## src/rtl/crc_pkg.sv

```systemverilog
package crc_pkg;
  localparam int DATA_W   = 32;
  localparam int LANE_W   = 8;
  localparam int LANES    = DATA_W / LANE_W;
  localparam int CNT_W    = $clog2(LANES);
  localparam int HOLD_W   = DATA_W - LANE_W;
  localparam int NARROW_W = 16;

  localparam logic [1:0] SEL_CCITT = 2'd0;
  localparam logic [1:0] SEL_ANSI  = 2'd1;
  localparam logic [1:0] SZ_ONE    = 2'd0;
  localparam logic [1:0] SZ_TWO    = 2'd1;

  localparam logic [DATA_W-1:0] GEN_CCITT = 32'h0000_1021;
  localparam logic [DATA_W-1:0] GEN_ANSI  = 32'h0000_8005;
  localparam logic [DATA_W-1:0] GEN_WIDE  = 32'h04C1_1DB7;

  function automatic logic sel_wide(input logic [1:0] sel);
    return sel[1];
  endfunction

  function automatic logic [DATA_W-1:0] sel_mask(input logic [1:0] sel);
    logic [DATA_W-1:0] m;
    m = '0;
    if (sel_wide(sel)) m = '1;
    else               m[NARROW_W-1:0] = '1;
    return m;
  endfunction

  function automatic logic [DATA_W-1:0] sel_gen(input logic [1:0] sel);
    logic [DATA_W-1:0] g;
    case (sel)
      SEL_CCITT: g = GEN_CCITT;
      SEL_ANSI:  g = GEN_ANSI;
      default:   g = GEN_WIDE;
    endcase
    return g;
  endfunction

  function automatic logic [LANE_W-1:0] lane_reverse(input logic [LANE_W-1:0] b);
    logic [LANE_W-1:0] r;
    for (int i = 0; i < LANE_W; i++) r[i] = b[LANE_W-1-i];
    return r;
  endfunction

  function automatic logic [LANE_W-1:0] lane_condition(input logic [LANE_W-1:0] b,
                                                       input logic rev, input logic inv);
    logic [LANE_W-1:0] r;
    r = rev ? lane_reverse(b) : b;
    return inv ? ~r : r;
  endfunction

  function automatic logic [DATA_W-1:0] sum_reverse(input logic [DATA_W-1:0] v,
                                                    input logic [1:0] sel);
    logic [DATA_W-1:0] r;
    r = '0;
    if (sel_wide(sel)) begin
      for (int i = 0; i < DATA_W; i++) r[i] = v[DATA_W-1-i];
    end else begin
      for (int i = 0; i < NARROW_W; i++) r[i] = v[NARROW_W-1-i];
    end
    return r;
  endfunction

  function automatic logic [DATA_W-1:0] fold_lane(input logic [DATA_W-1:0] c_in,
                                                  input logic [LANE_W-1:0] b,
                                                  input logic [1:0] sel);
    logic [DATA_W-1:0] c, m, g;
    logic fb;
    m = sel_mask(sel);
    g = sel_gen(sel);
    c = c_in & m;
    for (int i = LANE_W-1; i >= 0; i--) begin
      fb = (sel_wide(sel) ? c[DATA_W-1] : c[NARROW_W-1]) ^ b[i];
      c  = (c << 1) & m;
      if (fb) c = c ^ g;
    end
    return c;
  endfunction

  function automatic logic [CNT_W-1:0] extra_lanes(input logic [1:0] sz);
    logic [CNT_W-1:0] n;
    case (sz)
      SZ_ONE:  n = CNT_W'(0);
      SZ_TWO:  n = CNT_W'(1);
      default: n = CNT_W'(LANES-1);
    endcase
    return n;
  endfunction
endpackage

```

## src/rtl/crc_lane_feeder.sv

```systemverilog
module crc_lane_feeder
  import crc_pkg::*;
(
  input  logic                clk,
  input  logic                rst_n,
  input  logic                abort,
  input  logic                wr_valid,
  input  logic [1:0]          wr_size,
  input  logic [DATA_W-1:0]   wr_data,
  input  logic                din_rev,
  input  logic                din_inv,
  output logic                wr_ready,
  output logic                busy,
  output logic                fold_en,
  output logic [LANE_W-1:0]   fold_lane_o
);
  logic [CNT_W-1:0]  rem_q;
  logic [HOLD_W-1:0] hold_q;
  logic              accept;
  logic [LANE_W-1:0] raw_lane;

  assign busy     = (rem_q != '0);
  assign wr_ready = !busy && !abort;
  assign accept   = wr_valid && wr_ready;
  assign fold_en  = accept || (busy && !abort);
  assign raw_lane = busy ? hold_q[LANE_W-1:0] : wr_data[LANE_W-1:0];
  assign fold_lane_o = lane_condition(raw_lane, din_rev, din_inv);

  always_ff @(posedge clk or negedge rst_n) begin
    if (!rst_n) begin
      rem_q  <= '0;
      hold_q <= '0;
    end else if (abort) begin
      rem_q  <= '0;
    end else if (accept) begin
      rem_q  <= extra_lanes(wr_size);
      hold_q <= wr_data[DATA_W-1:LANE_W];
    end else if (busy) begin
      rem_q  <= rem_q - CNT_W'(1);
      hold_q <= hold_q >> LANE_W;
    end
  end

  assert_full_word_count_R3: assert property (@(posedge clk) disable iff (!rst_n)
    (accept && wr_size[1]) |=> (rem_q == CNT_W'(LANES-1)))
    else $error("R3: wide word did not load full pending count");

  assert_one_lane_per_cycle_R3: assert property (@(posedge clk) disable iff (!rst_n)
    (busy && !abort) |=> (rem_q == $past(rem_q) - CNT_W'(1)))
    else $error("R3: pending count did not step by one");

  assert_abort_clears_R5: assert property (@(posedge clk) disable iff (!rst_n)
    abort |=> !busy)
    else $error("R5: seed load left bytes pending");

  assert_stalled_word_waits_R4: assert property (@(posedge clk) disable iff (!rst_n)
    (wr_valid && busy && !abort) |=> (busy || !accept || $past(rem_q) == CNT_W'(1)))
    else $error("R4: word accepted while bytes remained");
endmodule

```

## src/rtl/crc_lane_fold.sv

```systemverilog
module crc_lane_fold
  import crc_pkg::*;
(
  input  logic [DATA_W-1:0] crc_in,
  input  logic [LANE_W-1:0] lane,
  input  logic [1:0]        sel,
  output logic [DATA_W-1:0] crc_next
);
  assign crc_next = fold_lane(crc_in, lane, sel);
endmodule

```

## src/rtl/crc_readout.sv

```systemverilog
module crc_readout
  import crc_pkg::*;
(
  input  logic [DATA_W-1:0] crc_q,
  input  logic [1:0]        sel,
  input  logic              sum_rev,
  input  logic              sum_inv,
  output logic [DATA_W-1:0] crc_out
);
  logic [DATA_W-1:0] masked, ordered;

  assign masked  = crc_q & sel_mask(sel);
  assign ordered = sum_rev ? sum_reverse(masked, sel) : masked;
  assign crc_out = sum_inv ? (ordered ^ sel_mask(sel)) : ordered;
endmodule

```

## src/rtl/crc_engine.sv

```systemverilog
module crc_engine
  import crc_pkg::*;
(
  input  logic        clk,
  input  logic        rst_n,
  input  logic [1:0]  cfg_poly,
  input  logic        cfg_din_rev,
  input  logic        cfg_din_inv,
  input  logic        cfg_sum_rev,
  input  logic        cfg_sum_inv,
  input  logic        seed_we,
  input  logic [31:0] seed_val,
  input  logic        wr_valid,
  output logic        wr_ready,
  input  logic [1:0]  wr_size,
  input  logic [31:0] wr_data,
  output logic        busy,
  output logic [31:0] crc_out
);
  logic              fold_en;
  logic [LANE_W-1:0] fold_lane_w;
  logic [DATA_W-1:0] crc_q, crc_next;

  crc_lane_feeder u_feed (
    .clk        (clk),
    .rst_n      (rst_n),
    .abort      (seed_we),
    .wr_valid   (wr_valid),
    .wr_size    (wr_size),
    .wr_data    (wr_data),
    .din_rev    (cfg_din_rev),
    .din_inv    (cfg_din_inv),
    .wr_ready   (wr_ready),
    .busy       (busy),
    .fold_en    (fold_en),
    .fold_lane_o(fold_lane_w)
  );

  crc_lane_fold u_fold (
    .crc_in  (crc_q),
    .lane    (fold_lane_w),
    .sel     (cfg_poly),
    .crc_next(crc_next)
  );

  always_ff @(posedge clk or negedge rst_n) begin
    if (!rst_n)       crc_q <= '0;
    else if (seed_we) crc_q <= seed_val & sel_mask(cfg_poly);
    else if (fold_en) crc_q <= crc_next;
  end

  crc_readout u_rd (
    .crc_q  (crc_q),
    .sel    (cfg_poly),
    .sum_rev(cfg_sum_rev),
    .sum_inv(cfg_sum_inv),
    .crc_out(crc_out)
  );

  assert_hold_when_idle_R10: assert property (@(posedge clk) disable iff (!rst_n)
    (!seed_we && !fold_en) |=> $stable(crc_q))
    else $error("R10: checksum changed without fold or seed");

  assert_narrow_upper_zero_R8: assert property (@(posedge clk) disable iff (!rst_n)
    !cfg_poly[1] |-> (crc_out[31:16] == 16'h0000))
    else $error("R8: upper readout nonzero under 16-bit generator");

  assert_seed_masked_R5: assert property (@(posedge clk) disable iff (!rst_n)
    (seed_we && !cfg_poly[1]) |=> (crc_q[31:16] == 16'h0000))
    else $error("R5: narrow seed not masked");
endmodule

```

## config.mk

```make
export PLATFORM = sky130hd
export DESIGN_NAME = crc_engine
export DESIGN_NICKNAME = d
export VERILOG_FILES = /design/src/rtl/crc_pkg.sv /design/src/rtl/crc_lane_feeder.sv /design/src/rtl/crc_lane_fold.sv /design/src/rtl/crc_readout.sv /design/src/rtl/crc_engine.sv
export SDC_FILE = /design/constraint.sdc
export NUM_CORES = 1
export LEC_CHECK = 0
export BUFFER_PORTS_ARGS = -buffer_cell sky130_fd_sc_hd__buf_4
export CORE_ASPECT_RATIO = 0.8
export CORE_MARGIN = 3
export CORE_UTILIZATION = 43
export CTS_CLUSTER_SIZE = 16
export DETAILED_ROUTE_END_ITERATION = 8
export PLACE_DENSITY = 0.67
export SYNTH_ARGS = -nofsm -noshare
export SYNTH_HDL_FRONTEND = slang
export SYNTH_SLANG_ARGS = --single-unit
```

## constraint.sdc

```tcl
create_clock -name clk -period 4.4 [get_ports clk]
set_clock_uncertainty 0.15 [all_clocks]
set_input_delay 0.22 -clock clk [delete_from_list [all_inputs] [get_ports clk]]
set_output_delay 0.22 -clock clk [all_outputs]
set_load 0.02 [all_outputs]
```

Word-level counts from Yosys, hierarchy flattened
Index checks and enable logic that the tools add are counted.
{"block": "classes", "n_mux": 35, "div_mod_pow": 0, "n_reduce_logical": 13, "eq_ne": 2, "bitwise": 29, "shifts": 0, "n_mul": 0, "magnitude_cmp": 0, "n_addsub": 1}
{"operator": "32-bit 2-to-1 mux", "count": 12}
{"operator": "32-bit AND", "count": 10}
{"operator": "32-bit XOR", "count": 7}
{"operator": "16-bit 2-to-1 mux", "count": 5}
{"operator": "32-bit by 27-bit XOR with 32-bit output", "count": 2}
{"operator": "27-bit one-hot mux with 2 select lines", "count": 1}
{"operator": "24-bit 2-to-1 mux", "count": 2}
{"operator": "8-bit 2-to-1 mux", "count": 3}
{"operator": "1-bit 2-to-1 mux", "count": 8}
{"operator": "8-bit NOT", "count": 1}
{"operator": "1-bit XOR", "count": 8}
{"operator": "2-bit 2-to-1 mux", "count": 3}
{"operator": "2-bit nonzero test", "count": 3}
{"operator": "2-bit by 1-bit equality test with 1-bit output, second input constant", "count": 2}
{"operator": "2-bit zero test", "count": 2}
{"operator": "2-bit one-hot mux with 2 select lines", "count": 1}
{"operator": "1-bit logical AND", "count": 3}
{"operator": "3-bit nonzero test", "count": 1}
{"operator": "1-bit zero test", "count": 2}
{"operator": "2-bit AND reduction", "count": 1}
{"operator": "2-bit by 1-bit subtractor with 2-bit output, second input constant", "count": 1}
{"operator": "1-bit logical OR", "count": 1}
{"operator": "1-bit NOT", "count": 1}
{"block": "totals", "elab_cells": 83, "ff_bits": 58, "memories": 0, "mem_bits_ro": 0, "mem_bits_rw": 0, "input_bits": 76, "latch_bits": 0, "out_inout_bits": 34}

Longest topological paths before layout
{"block": "depth", "word_depth": 30, "depth_mapped": 17}

By module
Synthesis repeated with hierarchy kept, for this count alone.
{"block": "unflattened", "hier_cells": 684, "hier_area_um2": 6369.9}
{"mod": "crc_lane_fold", "area_per_inst_um2": 2050.7, "instances": 1, "cells_each": 268}
{"mod": "crc_lane_feeder", "area_per_inst_um2": 1761.7, "instances": 1, "cells_each": 165}
{"mod": "crc_engine", "area_per_inst_um2": 1595.3, "instances": 1, "cells_each": 126}
{"mod": "crc_readout", "area_per_inst_um2": 962.2, "instances": 1, "cells_each": 125}

Least setup slack after synthesis
Ideal clock, no wire load.
{"block": "synth_timing", "kind": "reg2reg", "startpoint": "register u_feed.rem_q[0]", "endpoint": "register crc_q[15]", "synth_period_minus_slack_ns": 4.584, "slack_ns": -0.184, "path_stages_with_launch": 17, "required_time_ns": 4.118, "t_arrival_ns": 4.302, "path_buffers": 0, "cell_sequence": "dfrtp_1 inv_1 ha_1 mux4_2 xnor2_2 xor2_1 xnor2_2 nor3_1 o41ai_1 nand4_4 mux2i_2 nand3_4 or3_1 a311oi_1 a21oi_1 xnor2_1 o21ai_1"}
{"block": "synth_via", "elab_chain_len": 30, "elab_cells_between_ends": 50, "classes_between": "20 x mux; 23 x bitwise; 7 x reduce/logical"}
{"element": "start, declared", "line_no": "crc_lane_feeder.sv:17", "text": "logic [CNT_W-1:0] rem_q;"}
{"element": "start signal, assigned", "line_no": "crc_lane_feeder.sv:36", "text": "rem_q <= extra_lanes(wr_size);"}
{"element": "start signal, assigned", "line_no": "crc_lane_feeder.sv:39", "text": "rem_q <= rem_q - CNT_W'(1);"}
{"element": "2-bit nonzero test *", "line_no": "crc_lane_feeder.sv:22", "text": "assign busy = (rem_q != '0);"}
{"element": "8-bit 2-to-1 mux", "line_no": "crc_lane_feeder.sv:26", "text": "assign raw_lane = busy ? hold_q[LANE_W-1:0] : wr_data[LANE_W-1:0];"}
{"element": "8-bit 2-to-1 mux", "line_no": "crc_pkg.sv:49", "text": "r = rev ? lane_reverse(b) : b;"}
{"element": "8-bit NOT", "line_no": "crc_pkg.sv:50", "text": "return inv ? ~r : r;"}
{"element": "8-bit 2-to-1 mux", "line_no": "crc_pkg.sv:50"}
{"element": "1-bit XOR", "line_no": "crc_pkg.sv:74", "text": "fb = (sel_wide(sel) ? c[DATA_W-1] : c[NARROW_W-1]) ^ b[i];"}
{"element": "32-bit 2-to-1 mux", "line_no": "crc_pkg.sv:76", "text": "if (fb) c = c ^ g;"}
{"element": "32-bit AND or 1-bit 2-to-1 mux (tied branches)", "line_no": "crc_pkg.sv:75, crc_pkg.sv:74"}
{"element": "(+14 left out)"}
{"element": "32-bit AND or 1-bit 2-to-1 mux (tied branches)", "line_no": "crc_pkg.sv:75, crc_pkg.sv:74"}
{"element": "32-bit XOR or 1-bit XOR (tied branches)", "line_no": "crc_pkg.sv:76, crc_pkg.sv:74"}
{"element": "32-bit 2-to-1 mux", "line_no": "crc_pkg.sv:76"}
{"element": "32-bit AND or 1-bit 2-to-1 mux (tied branches)", "line_no": "crc_pkg.sv:75, crc_pkg.sv:74"}
{"element": "32-bit XOR or 1-bit XOR (tied branches)", "line_no": "crc_pkg.sv:76, crc_pkg.sv:74"}
{"element": "32-bit 2-to-1 mux", "line_no": "crc_pkg.sv:76"}
{"element": "32-bit 2-to-1 mux", "line_no": "crc_engine.sv:49", "text": "else if (fold_en) crc_q <= crc_next;"}
{"element": "32-bit 2-to-1 mux", "line_no": "crc_engine.sv:48", "text": "else if (seed_we) crc_q <= seed_val & sel_mask(cfg_poly);"}
{"element": "end signal, assigned", "line_no": "crc_engine.sv:48"}
{"element": "end signal, assigned", "line_no": "crc_engine.sv:49"}
{"element": "end, declared", "line_no": "crc_engine.sv:22", "text": "logic [DATA_W-1:0] crc_q, crc_next;"}
Mark *: on every way between the ends. The rest lies on a longest branch, timed or not. The select of a mux whose other input is x is not followed.
A chain may end at the register's enable or synchronous reset.

Final worst setup path
Ends and elaborated chain as after synthesis.

==> impl_metrics.yaml <==
grt:
  grt_max_degree: 59
  grt_pass1_vias: 6048
  grt.overflow.total: 0
  grt_usage_pct: 27.0
  grt_pass1_wl_um: 32300
  antenna_found_initial: 0
sta:
  rsz0062_at_grt: "true"
  finalSetupViolCount: 1
  finalHoldViolCount: 0
  max_freq_mhz: 227
  post-route-worst-setup-slack_ns: -0.00198
  drv_slew: 0
  holdWs_ns: 0.00438
  period_share_pct: 100
  slew_headroom_pct: 37.4
  tightest_slew_ns: 0.939
  fin_crit_ns: 4.40
floorplanning:
  num_rows: 37
  fp.dieH_um: 111
  start_util_pct: 45.1
  design.core.area_mm2: 0.0132
  die_w_um: 138
  ioPinCount: 110
  die_area_mm2: 0.0154
synth:
  synthTopCellsByArea: "dfrtp_1, xnor2_1, xor2_1"
  ys_seq_elements: 58
  postSynthNetCount: 807
  synth_area_mm2: 0.00597
  yosys_warnings: 0
  syn_inst: 721
  synth_edf_count: 0
  synth.top_cell.area_share_pct: 24.3
  synthDistinctLibCells: 69
  synthArstFlopShare_pct: 100
  avgSynthCellArea_um2: 8.29
  ys_seq_area_share_pct: 24.3
  yosysTopAreaCell: "dfrtp_1"
  synth_ff_type: "dfrtp_1"
detailed_routing:
  drcViolationCount: 0
  num_vias: 6171
  dr.pass1.iters: 5
  viasPerCell: 5.70
  drt_iter0_markers: 644
  wl_per_cell_um: 19.2
  postRouteAntennaNets: 0
  totalWireLength_um: 20800
layout:
  fin_cells: 1082
  fin_area_mm2: 0.00827
  drive_gt1_share_pct: 31.3
  final_nets: 988
  syn_to_final_growth_pct: 38.5
  diodes: 0
outcome:
  violations: "setup timing"
  outcome: "complete, but fails checks"
clock_tree:
  cts_tree: "yes"
  clock_latency_ns: 0.33
  root_buffer: "clkbuf_16"
  cts_sinks: 58
  cts_buffer_depth: 2
  cts_buffers: 9
  h-tree-depth: 3
  clk_pin_slew_ns: 0.06
placed_design:
  dp_hpwl_um: 15800
  place_ws_ns: -0.221
  io_buffers: 109
  gp_congestion: 0.949
  dp_cells: 1037
  postPlaceCellArea_mm2: 0.00747
run:
  maxCapViolations: 0
setup_path:
  cp-end-kind: "flip-flop"
  worstPathMaxFanout: 8
  crit_type: "flip-flop to flip-flop"
  cp-start-kind: "flip-flop"
  critPathArrivalTime_ns: 4.43
  crit_required_ns: 4.43
hold_path:
  hp-class: "input port to flip-flop"
-- cells by family after synthesis --
group,after synthesis,share of synthesized area (%)
and+or+nand+nor,229,17.4
AOI/OAI and AO/OA,172,19.2
xor gates and xnor gates,135,21.5
buffers and inverters,62,4.10
DFF,58,24.3
muxes,55,11.4
adders and majority gates,10,2.09
-- state kept, by name, summed over array words and instances, names as in the netlist --
register and flops:
crc_q 32, u_feed.hold_q 24, u_feed.rem_q 2
-- synth_stat cells (3+ instances only) --
cell type	instances
a211oi_1	3
a21boi_1	3
a21oi_1	42
a221oi_1	3
a22o_1	18
a22oi_1	17
a31oi_1	17
and2_1	3
buf_1	9
buf_2	4
clkbuf_1	38
dfrtp_1	58
ha_1	10
inv_1	9
mux2_2	6
mux2i_1	38
mux4_2	8
nand2_1	91
nand2b_1	8
nand3_1	6
nor2_1	74
nor3_1	20
nor3b_1	3
o21ai_0	15
o21ai_1	21
o22ai_1	12
or3_1	10
xnor2_1	82
xnor2_2	3
xor2_1	44
-- cell usage in the layout, fill, tap and decap left out, types with 4 or more instances in the layout --
master	instances
a22o_1	18
buf_4	196
mux2_2	6
buf_6	4
xnor2_2	9
nand2b_1	8
mux2i_1	37
o21ai_1	19
nand2_1	87
dfrtp_1	58
or3_1	9
mux4_2	8
clkbuf_16	9
nor3_1	17
xnor2_1	75
a21oi_1	42
dlygate4sd3_1	22
inv_1	7
a22oi_1	16
nor2_1	73
ha_1	9
nand3_1	6
o22ai_1	12
o21ai_0	15
xor2_1	42
a31oi_1	17
nand2_2	4
-- stage by stage --
step	util, %	TNS, ns
2_1_floorplan	-	-0.0277
3_3_place_gp	56.4	-0.0917
3_5_place_dp	56.4	-1.13
4_1_cts	61.2	0
5_1_grt	62.5	-1.65
6_report	62.5	-0.00198
-- per-layer routing --
metal	track usage, %	share of wire (%)	routed length (µm)	up-vias
met2	40.7	45	9370	269
li1	-	-	-	2912
met4	6.32	1.5	306	0
met3	4.38	7.1	1470	28
met5	0	0	0	-
met1	40.4	46	9680	2962
-- final cells by class --
cell class / instances / area (µm²)
clock buffer: 9 / 225
sequential: 58 / 1450
clock inverter: 7 / 101
fill: 1179 / 4970
inverter: 10 / 37.5
timing repair buffer: 222 / 1740
tap: 175 / 219
multi-input combinational: 601 / 4500
-- final timing paths --
check                             startpoint                 to  slack (ns)  cells after the start
max in group asynchronous              rst_n   u_feed.hold_q[6]        3.19                      2
min in group asynchronous              rst_n          crc_q[12]        0.33                      2
setup reg to reg             u_feed.rem_q[0]          crc_q[15]      -0.002                     16
setup / recovery             u_feed.rem_q[0]          crc_q[15]      -0.002                     16
hold reg to reg            u_feed.hold_q[17]  u_feed.hold_q[17]        0.36                      1
hold / removal                   wr_data[13]   u_feed.hold_q[5]       0.004                      3
-- repair_timing --
action / in CTS / in global routing
hold buffers: 22 / 0
endpoints found under the hold margin: 79 / 0
resized for setup: 10 / 27
pin swaps: 8 / 13
setup endpoints to repair: 15 / 19
buffers inserted: 2 / 5
-- critical path, stage by stage (launching register included) --
cell and delay [ns]:
dfrtp_1 0.39, inv_2 0.09, ha_4 0.17, mux4_2 0.57
xnor2_4 0.23, xor2_4 0.27, xor2_4 0.27, nor3_2 0.08
o41ai_2 0.43, nand4_4 0.26, mux2i_4 0.25, nand3_4 0.09
or3_4 0.38, a311oi_2 0.27, a21oi_1 0.08, xnor2_1 0.21
o21ai_1 0.08
Power is left out: the tool's default activity adds up to more than one toggle a clock period on the data nets, which glitch-free logic cannot reach.
